File: config.mk
export PLATFORM = sky130hd
export DESIGN_NAME = mpoc_unit
export DESIGN_NICKNAME = d
export VERILOG_FILES = /design/src/rtl/mpoc_pkg.sv /design/src/rtl/mpoc_rst_sync.sv /design/src/rtl/mpoc_timer.sv /design/src/rtl/mpoc_regs.sv /design/src/rtl/mpoc_port.sv /design/src/rtl/mpoc_unit.sv
export SDC_FILE = /design/constraint.sdc
export NUM_CORES = 1
export LEC_CHECK = 0
export ABC_CLOCK_PERIOD_IN_PS = 2920
export BUFFER_PORTS_ARGS = -buffer_cell sky130_fd_sc_hd__buf_2
export CELL_PAD_IN_SITES_DETAIL_PLACEMENT = 0
export CELL_PAD_IN_SITES_GLOBAL_PLACEMENT = 1
export CORE_ASPECT_RATIO = 0.8
export CORE_MARGIN = 2
export CORE_UTILIZATION = 50
export DETAILED_ROUTE_END_ITERATION = 7
export GPL_ROUTABILITY_DRIVEN = 1
export PLACE_DENSITY = 0.88
export SLEW_MARGIN = 30
export SYNTH_ARGS = -nofsm -noshare
export SYNTH_HDL_FRONTEND = slang
export SYNTH_SLANG_ARGS = --single-unit
File: constraint.sdc
create_clock -name clk -period 2.92 [get_ports clk]
set_clock_uncertainty 0.15 [all_clocks]
set_input_delay 0.584 -clock clk [delete_from_list [all_inputs] [get_ports clk]]
set_output_delay 0.584 -clock clk [all_outputs]
set_load 0.02 [all_outputs]
File: src/rtl/mpoc_pkg.sv
package mpoc_pkg;
  localparam int ADDR_W    = 3;
  localparam int DATA_W    = 8;
  localparam int FORCE_BIT = 7;

  typedef enum logic [ADDR_W-1:0] {
    A_CMP_HI = 3'd0,
    A_CMP_LO = 3'd1,
    A_MASK   = 3'd2,
    A_DATA   = 3'd3,
    A_FORCE  = 3'd4
  } reg_addr_e;
endpackage

File: src/rtl/mpoc_rst_sync.sv
module mpoc_rst_sync (
  input  logic clk,
  input  logic rst_n,
  output logic rst_s
);
  logic [1:0] sync_q;

  always_ff @(posedge clk or negedge rst_n) begin
    if (!rst_n) sync_q <= 2'b00;
    else        sync_q <= {sync_q[0], 1'b1};
  end

  assign rst_s = sync_q[1];
endmodule

File: src/rtl/mpoc_timer.sv
module mpoc_timer #(
  parameter int CNT_W = 16
) (
  input  logic             clk,
  input  logic             rst_n,
  input  logic             en,
  input  logic [CNT_W-1:0] cmp,
  output logic [CNT_W-1:0] cnt,
  output logic             hit
);
  logic [CNT_W-1:0] cnt_q, cnt_d;

  always_comb begin
    cnt_d = cnt_q;
    if (en) cnt_d = cnt_q + 1'b1;
  end

  always_ff @(posedge clk or negedge rst_n) begin
    if (!rst_n) cnt_q <= '0;
    else        cnt_q <= cnt_d;
  end

  assign cnt = cnt_q;
  assign hit = en && (cnt_q == cmp);
endmodule

File: src/rtl/mpoc_regs.sv
module mpoc_regs import mpoc_pkg::*; #(
  parameter int CNT_W   = 16,
  parameter int PIN_W   = 5,
  parameter int PIN_LSB = 3
) (
  input  logic              clk,
  input  logic              rst_n,
  input  logic              we,
  input  logic [ADDR_W-1:0] addr,
  input  logic [DATA_W-1:0] wdata,
  output logic [DATA_W-1:0] rdata,
  output logic [CNT_W-1:0]  cmp,
  output logic [PIN_W-1:0]  mask,
  output logic [PIN_W-1:0]  data,
  output logic              fire
);
  logic [CNT_W-1:0] cmp_q, cmp_d;
  logic [PIN_W-1:0] mask_q, mask_d, data_q, data_d;

  always_comb begin
    cmp_d  = cmp_q;
    mask_d = mask_q;
    data_d = data_q;
    fire   = 1'b0;
    if (we) begin
      case (addr)
        A_CMP_HI: cmp_d[CNT_W-1 -: DATA_W] = wdata;
        A_CMP_LO: cmp_d[DATA_W-1:0]        = wdata;
        A_MASK:   mask_d = wdata[PIN_LSB +: PIN_W];
        A_DATA:   data_d = wdata[PIN_LSB +: PIN_W];
        A_FORCE:  fire   = wdata[FORCE_BIT];
        default:  ;
      endcase
    end
  end

  always_ff @(posedge clk or negedge rst_n) begin
    if (!rst_n) begin
      cmp_q  <= '0;
      mask_q <= '0;
      data_q <= '0;
    end else begin
      cmp_q  <= cmp_d;
      mask_q <= mask_d;
      data_q <= data_d;
    end
  end

  always_comb begin
    rdata = '0;
    case (addr)
      A_CMP_HI: rdata = cmp_q[CNT_W-1 -: DATA_W];
      A_CMP_LO: rdata = cmp_q[DATA_W-1:0];
      A_MASK:   rdata[PIN_LSB +: PIN_W] = mask_q;
      A_DATA:   rdata[PIN_LSB +: PIN_W] = data_q;
      default:  rdata = '0;
    endcase
  end

  assign cmp  = cmp_q;
  assign mask = mask_q;
  assign data = data_q;
endmodule

File: src/rtl/mpoc_port.sv
module mpoc_port #(
  parameter int PIN_W = 5
) (
  input  logic             clk,
  input  logic             rst_n,
  input  logic             act,
  input  logic [PIN_W-1:0] mask,
  input  logic [PIN_W-1:0] data,
  output logic [PIN_W-1:0] pins
);
  logic [PIN_W-1:0] pin_q, pin_d;

  for (genvar g = 0; g < PIN_W; g++) begin : g_pin
    always_comb begin
      pin_d[g] = pin_q[g];
      if (act && mask[g]) pin_d[g] = data[g];
    end
  end

  always_ff @(posedge clk or negedge rst_n) begin
    if (!rst_n) pin_q <= '0;
    else        pin_q <= pin_d;
  end

  assign pins = pin_q;
endmodule

File: src/rtl/mpoc_unit.sv
module mpoc_unit import mpoc_pkg::*; #(
  parameter int CNT_W   = 16,
  parameter int PIN_W   = 5,
  parameter int PIN_LSB = 3
) (
  input  logic              clk,
  input  logic              rst_n,
  input  logic              cnt_en,
  input  logic              bus_we,
  input  logic [ADDR_W-1:0] bus_addr,
  input  logic [DATA_W-1:0] bus_wdata,
  output logic [DATA_W-1:0] bus_rdata,
  output logic [PIN_W-1:0]  pin_out,
  output logic              match_flag
);
  logic             rst_s;
  logic [CNT_W-1:0] cnt_q, cmp_q;
  logic [PIN_W-1:0] mask_q, data_q;
  logic             hit, fire;

  mpoc_rst_sync u_rst (.clk(clk), .rst_n(rst_n), .rst_s(rst_s));

  mpoc_timer #(.CNT_W(CNT_W)) u_timer (
    .clk(clk), .rst_n(rst_s), .en(cnt_en), .cmp(cmp_q),
    .cnt(cnt_q), .hit(hit)
  );

  mpoc_regs #(.CNT_W(CNT_W), .PIN_W(PIN_W), .PIN_LSB(PIN_LSB)) u_regs (
    .clk(clk), .rst_n(rst_s), .we(bus_we), .addr(bus_addr),
    .wdata(bus_wdata), .rdata(bus_rdata), .cmp(cmp_q),
    .mask(mask_q), .data(data_q), .fire(fire)
  );

  mpoc_port #(.PIN_W(PIN_W)) u_port (
    .clk(clk), .rst_n(rst_s), .act(hit | fire),
    .mask(mask_q), .data(data_q), .pins(pin_out)
  );

  assign match_flag = hit;
endmodule

; ---- Yosys cells after proc, flatten, opt, wreduce, memory -nomap -nowiden
; Cells that the tools add are included.
[classes]
n_addsub = 1
eq_ne = 5
muxes = 4
bitwise_logic = 1
reduce_logical = 11
[op_table]
columns = operator, n
row1 = case mux 5 bit (4 select lines), 1
row2 = adder 16 x 1 -> 16 bit (second input constant), 1
row3 = == test 16 bit, 1
row4 = AND reduction 2 bit, 4
row5 = == test 3 x 2 -> 1 bit (second input constant), 2
row6 = logical AND 1 bit, 6
row7 = case mux 3 bit (2 select lines), 1
row8 = == test 3 x 1 -> 1 bit (second input constant), 1
row9 = == test 3 bit (second input constant), 1
row10 = logical NOT 3 bit, 1
row11 = two-way mux 1 bit, 2
row12 = OR 1 bit, 1
[totals]
ff_bits = 49
input_bits = 15

; ---- Depth between registers and ports, before layout
; Gate-level depths: netlist of the first run.
[logic_depth]
ltp_word = 5
depth_mapped = 7

; ---- Cells and area by module
; A second synthesis of the first run with hierarchy kept.
[unflattened]
hier_cells = 183
area_unflattened_um2 = 2401.1
[by_module_without_submodules]
columns = module, instances, cells_per_inst, area_per_inst_um2, seq_area_each_um2
row1 = mpoc_regs, 1, 85, 1218.7, 650.6
row2 = mpoc_timer, 1, 79, 903.4, 400.4
row3 = mpoc_port, 1, 15, 219.0, 125.1
row4 = mpoc_rst_sync, 1, 3, 53.8, 50.0
row5 = mpoc_unit, 1, 1, 6.3, 0.0

; ---- Least setup slack after synthesis of the first run
; OpenSTA, ideal clock, no wires.
[synth_timing]
path_type = flip-flop to output port
start = reg u_timer.cnt_q[4] (netlist: u_timer.cnt[4])
end = out match_flag
arrival_ns = 1.649
required_ns = 2.186
slack_ns = 0.537
path_stages_with_launch = 5
path_buffers = 0
cell_sequence = dfrtp_1 > xor2_1 > nor4_1 > nand2_1 > nor4_1
[synth_between]
elab_chain_cells = 2
[synth_lines]
columns = item, line
row1 = from (decl), mpoc_timer.sv:11  ; logic [CNT_W-1:0] cnt_q, cnt_d;
row2 = from (signal assigned), mpoc_timer.sv:20  ; else cnt_q <= cnt_d;
row3 = == test 16 bit, mpoc_timer.sv:24  ; assign hit = en && (cnt_q == cmp);
row4 = logical AND 1 bit, mpoc_timer.sv:24
row5 = to (decl), mpoc_unit.sv:14  ; output logic match_flag
; No other way between the ends.

; ---- Worst setup path in the final report of the first run
; Same ends and word-level chain as after synthesis.

==> results.json, run 1 <==
{
  "status": "finished clean",
  "die_h_um": 68.3,
  "r2r_cells": 5,
  "finalWeightedCongestion": 0.789,
  "initial_core_util_pct": 51.8,
  "postCtsSetupRepairBufs": 0,
  "antenna_found_initial": 0,
  "crit_fanout": 5,
  "yosysTopAreaCellShare_pct": 47.5,
  "async_flop_share_pct": 100,
  "grt_util_all_layers_pct": 18.9,
  "rsz0062_at_grt": "no",
  "critical_path_arrival_ns": 1.88,
  "core_area_um2": 4980,
  "final_antenna_net_count": 0,
  "synthCells": 215,
  "vias": 1719,
  "wl_per_cell_um": 16.4,
  "final_min_period_over_clock_period_pct": 89.4,
  "rows": 23,
  "cts_buffer_depth": 2,
  "maxSlewViolCount": 0,
  "synth_edf_count": 0,
  "final_layout_size_suffix_gt1_share_pct": 34.0,
  "vias_per_cell": 5.56,
  "hold_viol_final": 0,
  "clock-root-buffer": "clkbuf_8",
  "holdBufCountCts": 1,
  "seq_area_frac_synth_pct": 47.5,
  "cts_tree": "done",
  "setup_violations": 0,
  "mostFrequentLayoutCells": "dfrtp_1, buf_2, mux2_2",
  "area_growth_pct": 11.9,
  "worst_slew_pin_slew_ns": 0.589,
  "dp.cells": 300,
  "yosysTopAreaCell": "dfrtp_1",
  "postLayoutCellArea_um2": 2890,
  "ys.warnings.count": 0,
  "portBuffers": 28,
  "tns_ns": 0,
  "die-area_um2": 5750,
  "fin_crit_ns": 2.61,
  "cts_buffers": 5,
  "max_freq_ghz": 0.383,
  "fillerInstances": 437,
  "power_leakage_nw": 1.25,
  "power.density_nw_per_um2": 675,
  "ys_types": 36,
  "cts_sinks": 49,
  "synth_area_um2": 2580,
  "seq_area_um2": 1230,
  "clk_latency_ns": 0.30,
  "synthTopCellsByArea": "dfrtp_1, mux2_2, xnor2_1",
  "synth-main-ff-cell": "dfrtp_1",
  "ys_ff_latch": 49,
  "clkTransAtPathRegs_ns": 0.09,
  "drc": 0,
  "crit_type": "reg2out",
  "endpoint_kind": "primary output",
  "initialDrtViolationCount": 63,
  "h-tree-depth": 2,
  "grt_start_max_net_pins": 48,
  "die_w_um": 84.3,
  "wl_um": 5080,
  "r2r_setup_slack_ns": 0.94,
  "ctsResizeCount": 0,
  "hpwl_um": 3860,
  "start_kind": "flip-flop",
  "multi_input_area_um2": 1290,
  "num_antenna_cells": 0,
  "grt_pass1_vias": 1603,
  "ios": 29,
  "maxCapViolCount": 0,
  "syn_avg_cell_area_um2": 12.0,
  "peakVddDrop_v": 0.000394,
  "grt-ovfl-total": 0,
  "drtPass1Iterations": 4,
  "synth_fp_nets": 231,
  "hold_path_class": "reg2async",
  "mostFrequentLayoutCell": "dfrtp_1",
  "grt_first_pass_wirelength_um": 8290,
  "relSlewSlack_pct": 60.7,
  "dpl_cell_area_um2": 2760,
  "critPathRequiredTime_ns": 2.19,
  "final_cells": 309,
  "finalNetCount": 262
}
-- Yosys cell counts, types with 2 or more instances --
master	number
dfrtp_1	49
mux2_2	27
nand2_1	20
xnor2_1	15
xor2_1	14
nor2_1	12
nor3_1	8
a211o_1	5
mux4_2	5
nand2b_1	5
nand4_1	5
nor2b_1	5
o221ai_1	5
buf_6	4
nand2_2	4
nor4_1	4
mux2i_1	3
nand3_1	3
and3_1	2
buf_2	2
nor3_2	2
xnor2_2	2
-- cell type report --
| cell class | count | area share, % |
|---|---|---|
| clock inverters | 2 | 1.30 |
| multi-input cells | 158 | 44.6 |
| well taps | 62 | 2.69 |
| flip-flops and latches | 49 | 42.6 |
| clock buffers | 6 | 2.86 |
| repair buffers | 32 | 5.98 |
-- per-layer routing --
| metal | global-route usage (%) | wire length, um |
|---|---|---|
| met1 | 27.5 | 2540 |
| met5 | 0 | 0 |
| met3 | 4.83 | 241 |
| met2 | 28.3 | 2240 |
| met4 | 5.44 | 55 |
-- critical path: stages, from the launching register on --
cell	delay, ns
dfrtp_1	0.45
xor2_1	0.20
nor4_1	0.28
nand2_1	0.09
nor4_1	0.32
buf_2	0.22
-- path summary, 6_finish.rpt --
check,start,to
worst max-delay path,u_timer.cnt[4]$_DFFE_PN0P_,match_flag
worst min-delay path,u_rst.sync_q[1]$_DFF_PN0_,u_timer.cnt[9]$_DFFE_PN0P_
worst max register to register,u_timer.cnt[11]$_DFFE_PN0P_,u_port.pins[4]$_DFFE_PN0P_
worst min register to register,u_rst.sync_q[1]$_DFF_PN0_,u_timer.cnt[9]$_DFFE_PN0P_
max in group asynchronous,u_rst.sync_q[1]$_DFF_PN0_,u_regs.cmp[7]$_DFFE_PN0P_
min in group clk,u_rst.sync_q[0]$_DFF_PN0_,u_rst.sync_q[1]$_DFF_PN0_
-- flip-flops by register name, summed over array words and instances (netlist names) --
name,cells
u_timer.cnt,16
u_port.pins,5
u_regs.cmp,16
u_rst.sync_q,2
u_regs.data,5
u_regs.mask,5
-- stage by stage --
step | setup WS, ns | util, % | hold slack, ns | total power, mW
3_3_place_gp | 0.464 | 55.3 | 0.193 | 1.44
5_1_grt | 0.163 | 58.0 | 0.226 | 2.06
3_5_place_dp | 0.452 | 55.4 | 0.200 | 1.45
4_1_cts | 0.243 | 58.0 | 0.222 | 1.96
6_report | 0.310 | 58.0 | 0.196 | 1.95
2_1_floorplan | 0.537 | - | 0.138 | 1.34
-- cell families (layout without fill, tap and decap cells) --
group / after synthesis / in the layout / synth area share [%]
AOI/OAI and AO/OA: 10 / 10 / 3.39
xor gates and xnor gates: 31 / 31 / 11.1
adders and majority gates: 1 / 1 / 0.485
buffers and inverters: 8 / 40 / 2.57
DFF: 49 / 49 / 47.5
muxes: 35 / 35 / 17.3
other: 1 / 1 / 0.145
and+or+nand+nor: 80 / 80 / 17.5
-- where the power goes --
part           internal [mW]  switching (mW)
Combinational          0.262           0.208
Sequential             0.807           0.162
Clock                  0.279           0.231
Total                   1.35           0.602
Note: power is estimated with default switching activity, not from simulation.
==> inputs of run 2 (changes only) <==
Settings changed: PLACE_DENSITY 0.88 to 0.86.
==> results.json, run 2 (synthesis results as in run 1) <==
{
  "drtPass1Iterations": 4,
  "power_frac_comb_pct": 25.7,
  "clk_latency_ns": 0.30,
  "tns_ns": 0,
  "fin_crit_ns": 2.58,
  "final_cells": 308,
  "crit_fanout": 5,
  "ctsResizeCount": 0,
  "endpoint_kind": "primary output",
  "vias_per_cell": 5.59,
  "cts_buffers": 5,
  "core_area_um2": 4980,
  "netSwitchingFraction_pct": 32.2,
  "mostFrequentLayoutCell": "dfrtp_1",
  "cts_tree": "done",
  "die-area_um2": 5750,
  "hpwl_um": 3780,
  "finalWeightedCongestion": 0.772,
  "grt_util_all_layers_pct": 18.9,
  "path_buf_inv": 1,
  "h-tree-depth": 2,
  "final_antenna_net_count": 0,
  "maxCapViolCount": 0,
  "die_w_um": 84.3,
  "rows": 23,
  "grt_first_pass_wirelength_um": 8340,
  "power.density_nw_per_um2": 644,
  "cp_slowest_stage_delay_ns": 0.45,
  "critPathSlowestCell": "dfrtp_1",
  "clkPwrFrac_pct": 21.0,
  "hold_viol_final": 0,
  "start_kind": "flip-flop",
  "dp.cells": 299,
  "die_h_um": 68.3,
  "wl_per_cell_um": 16.1,
  "dp_slack_ns": 0.451,
  "critical_path_arrival_ns": 1.85,
  "path_delay_family": "simple AND/OR/NAND/NOR gates",
  "initial_core_util_pct": 51.8,
  "portBuffers": 28,
  "grt-ovfl-total": 0,
  "wl_um": 4950,
  "ios": 29,
  "pwr-share-seq_pct": 53.2,
  "clock-root-buffer": "clkbuf_8",
  "crit_type": "reg2out",
  "hold_path_class": "reg2async",
  "clkTransAtPathRegs_ns": 0.08,
  "cpMostUsedCell": "nor4_1",
  "grt_start_max_net_pins": 48,
  "peakVddDrop_v": 0.000489,
  "area_growth_pct": 10.1,
  "setup_violations": 0,
  "relSlewSlack_pct": 51.9,
  "cts_buffer_depth": 2,
  "initialDrtViolationCount": 80,
  "num_antenna_cells": 0,
  "critPathRequiredTime_ns": 2.19,
  "drc": 0,
  "antenna_found_initial": 0,
  "internal_power_mw": 1.24,
  "maxSlewViolCount": 0,
  "rsz0062_at_grt": "no",
  "finalNetCount": 261,
  "switchingPower_uw": 589,
  "mostFrequentLayoutCells": "dfrtp_1, buf_2, mux2_2",
  "final_layout_size_suffix_gt1_share_pct": 32.5,
  "worstPathCellList": "xor2_1, nor4_1, nand2_1, nor4_1, buf_2",
  "power_leakage_nw": 1.23,
  "cts_sinks": 49,
  "fin_ws_ns": 0.341,
  "vias": 1722,
  "final_min_period_over_clock_period_pct": 88.3,
  "grt_pass1_vias": 1651,
  "worst_slew_pin_slew_ns": 0.718,
  "status": "finished clean",
  "max_freq_ghz": 0.388
}
## run 2: changes by cell type in the layout (fill, tap and decap cells not counted)
cell | previous run | this run
clkinvlp_4 | 1 | 0
buf_4 | 3 | 2
clkbuf_8 | 6 | 5
bufinv_16 | 1 | 0
clkbuf_1 | 0 | 3
## run 2: area by class of cell
type	count	area, um^2
well taps	62	77.6
multi-input cells	158	1290
repair buffers	31	165
flip-flops and latches	49	1230
fillers	427	2140
clock buffers	8	80.1
## run 2: worst paths after layout
kind                                          endpoint  cells after the start  slack (ns)                   startpoint
min                         u_port.pins[1]$_DFFE_PN0P_                      0        0.20    u_rst.sync_q[1]$_DFF_PN0_
max                                         match_flag                      5        0.34   u_timer.cnt[4]$_DFFE_PN0P_
max in group asynchronous  u_timer.cnt[10]$_DFFE_PN0P_                      0        2.02    u_rst.sync_q[1]$_DFF_PN0_
min reg2reg                 u_port.pins[1]$_DFFE_PN0P_                      0        0.20    u_rst.sync_q[1]$_DFF_PN0_
min in group clk             u_rst.sync_q[1]$_DFF_PN0_                      0        0.21    u_rst.sync_q[0]$_DFF_PN0_
max reg2reg                 u_port.pins[1]$_DFFE_PN0P_                      5        0.89  u_timer.cnt[11]$_DFFE_PN0P_
## run 2: what timing repair did
action	CTS	global route
buffers inserted	0	0
hold buffers	1	0
endpoints found under the hold margin	2	0
## run 2: power by group through the flow
stage / clock [mW] / combinational [mW] / sequential (mW)
floorplan: 0 / 0.410 / 0.929
global placement: 0 / 0.455 / 0.986
detailed placement: 0 / 0.468 / 0.988
CTS: 0.393 / 0.474 / 0.976
global route: 0.423 / 0.524 / 0.997
finish: 0.384 / 0.470 / 0.973
## run 2: layer usage
layer | vias up | GRT usage [%] | routed length, um
li1 | 823 | - | -
met1 | 842 | 28.4 | 2510
met2 | 50 | 27.4 | 2050
met3 | 7 | 3.98 | 334
met4 | 0 | 6.05 | 49
met5 | - | 0 | 0
## run 2: per-stage QoR
step	power (mW)	hold slack [ns]	instance area, um^2	utilization, %
finish	1.83	0.199	2840	57.0
global route	1.94	0.229	2840	57.0
CTS	1.84	0.216	2840	57.0
detailed placement	1.46	0.187	2750	55.2
global placement	1.44	0.192	2750	55.2
floorplan	1.34	0.138	2580	-
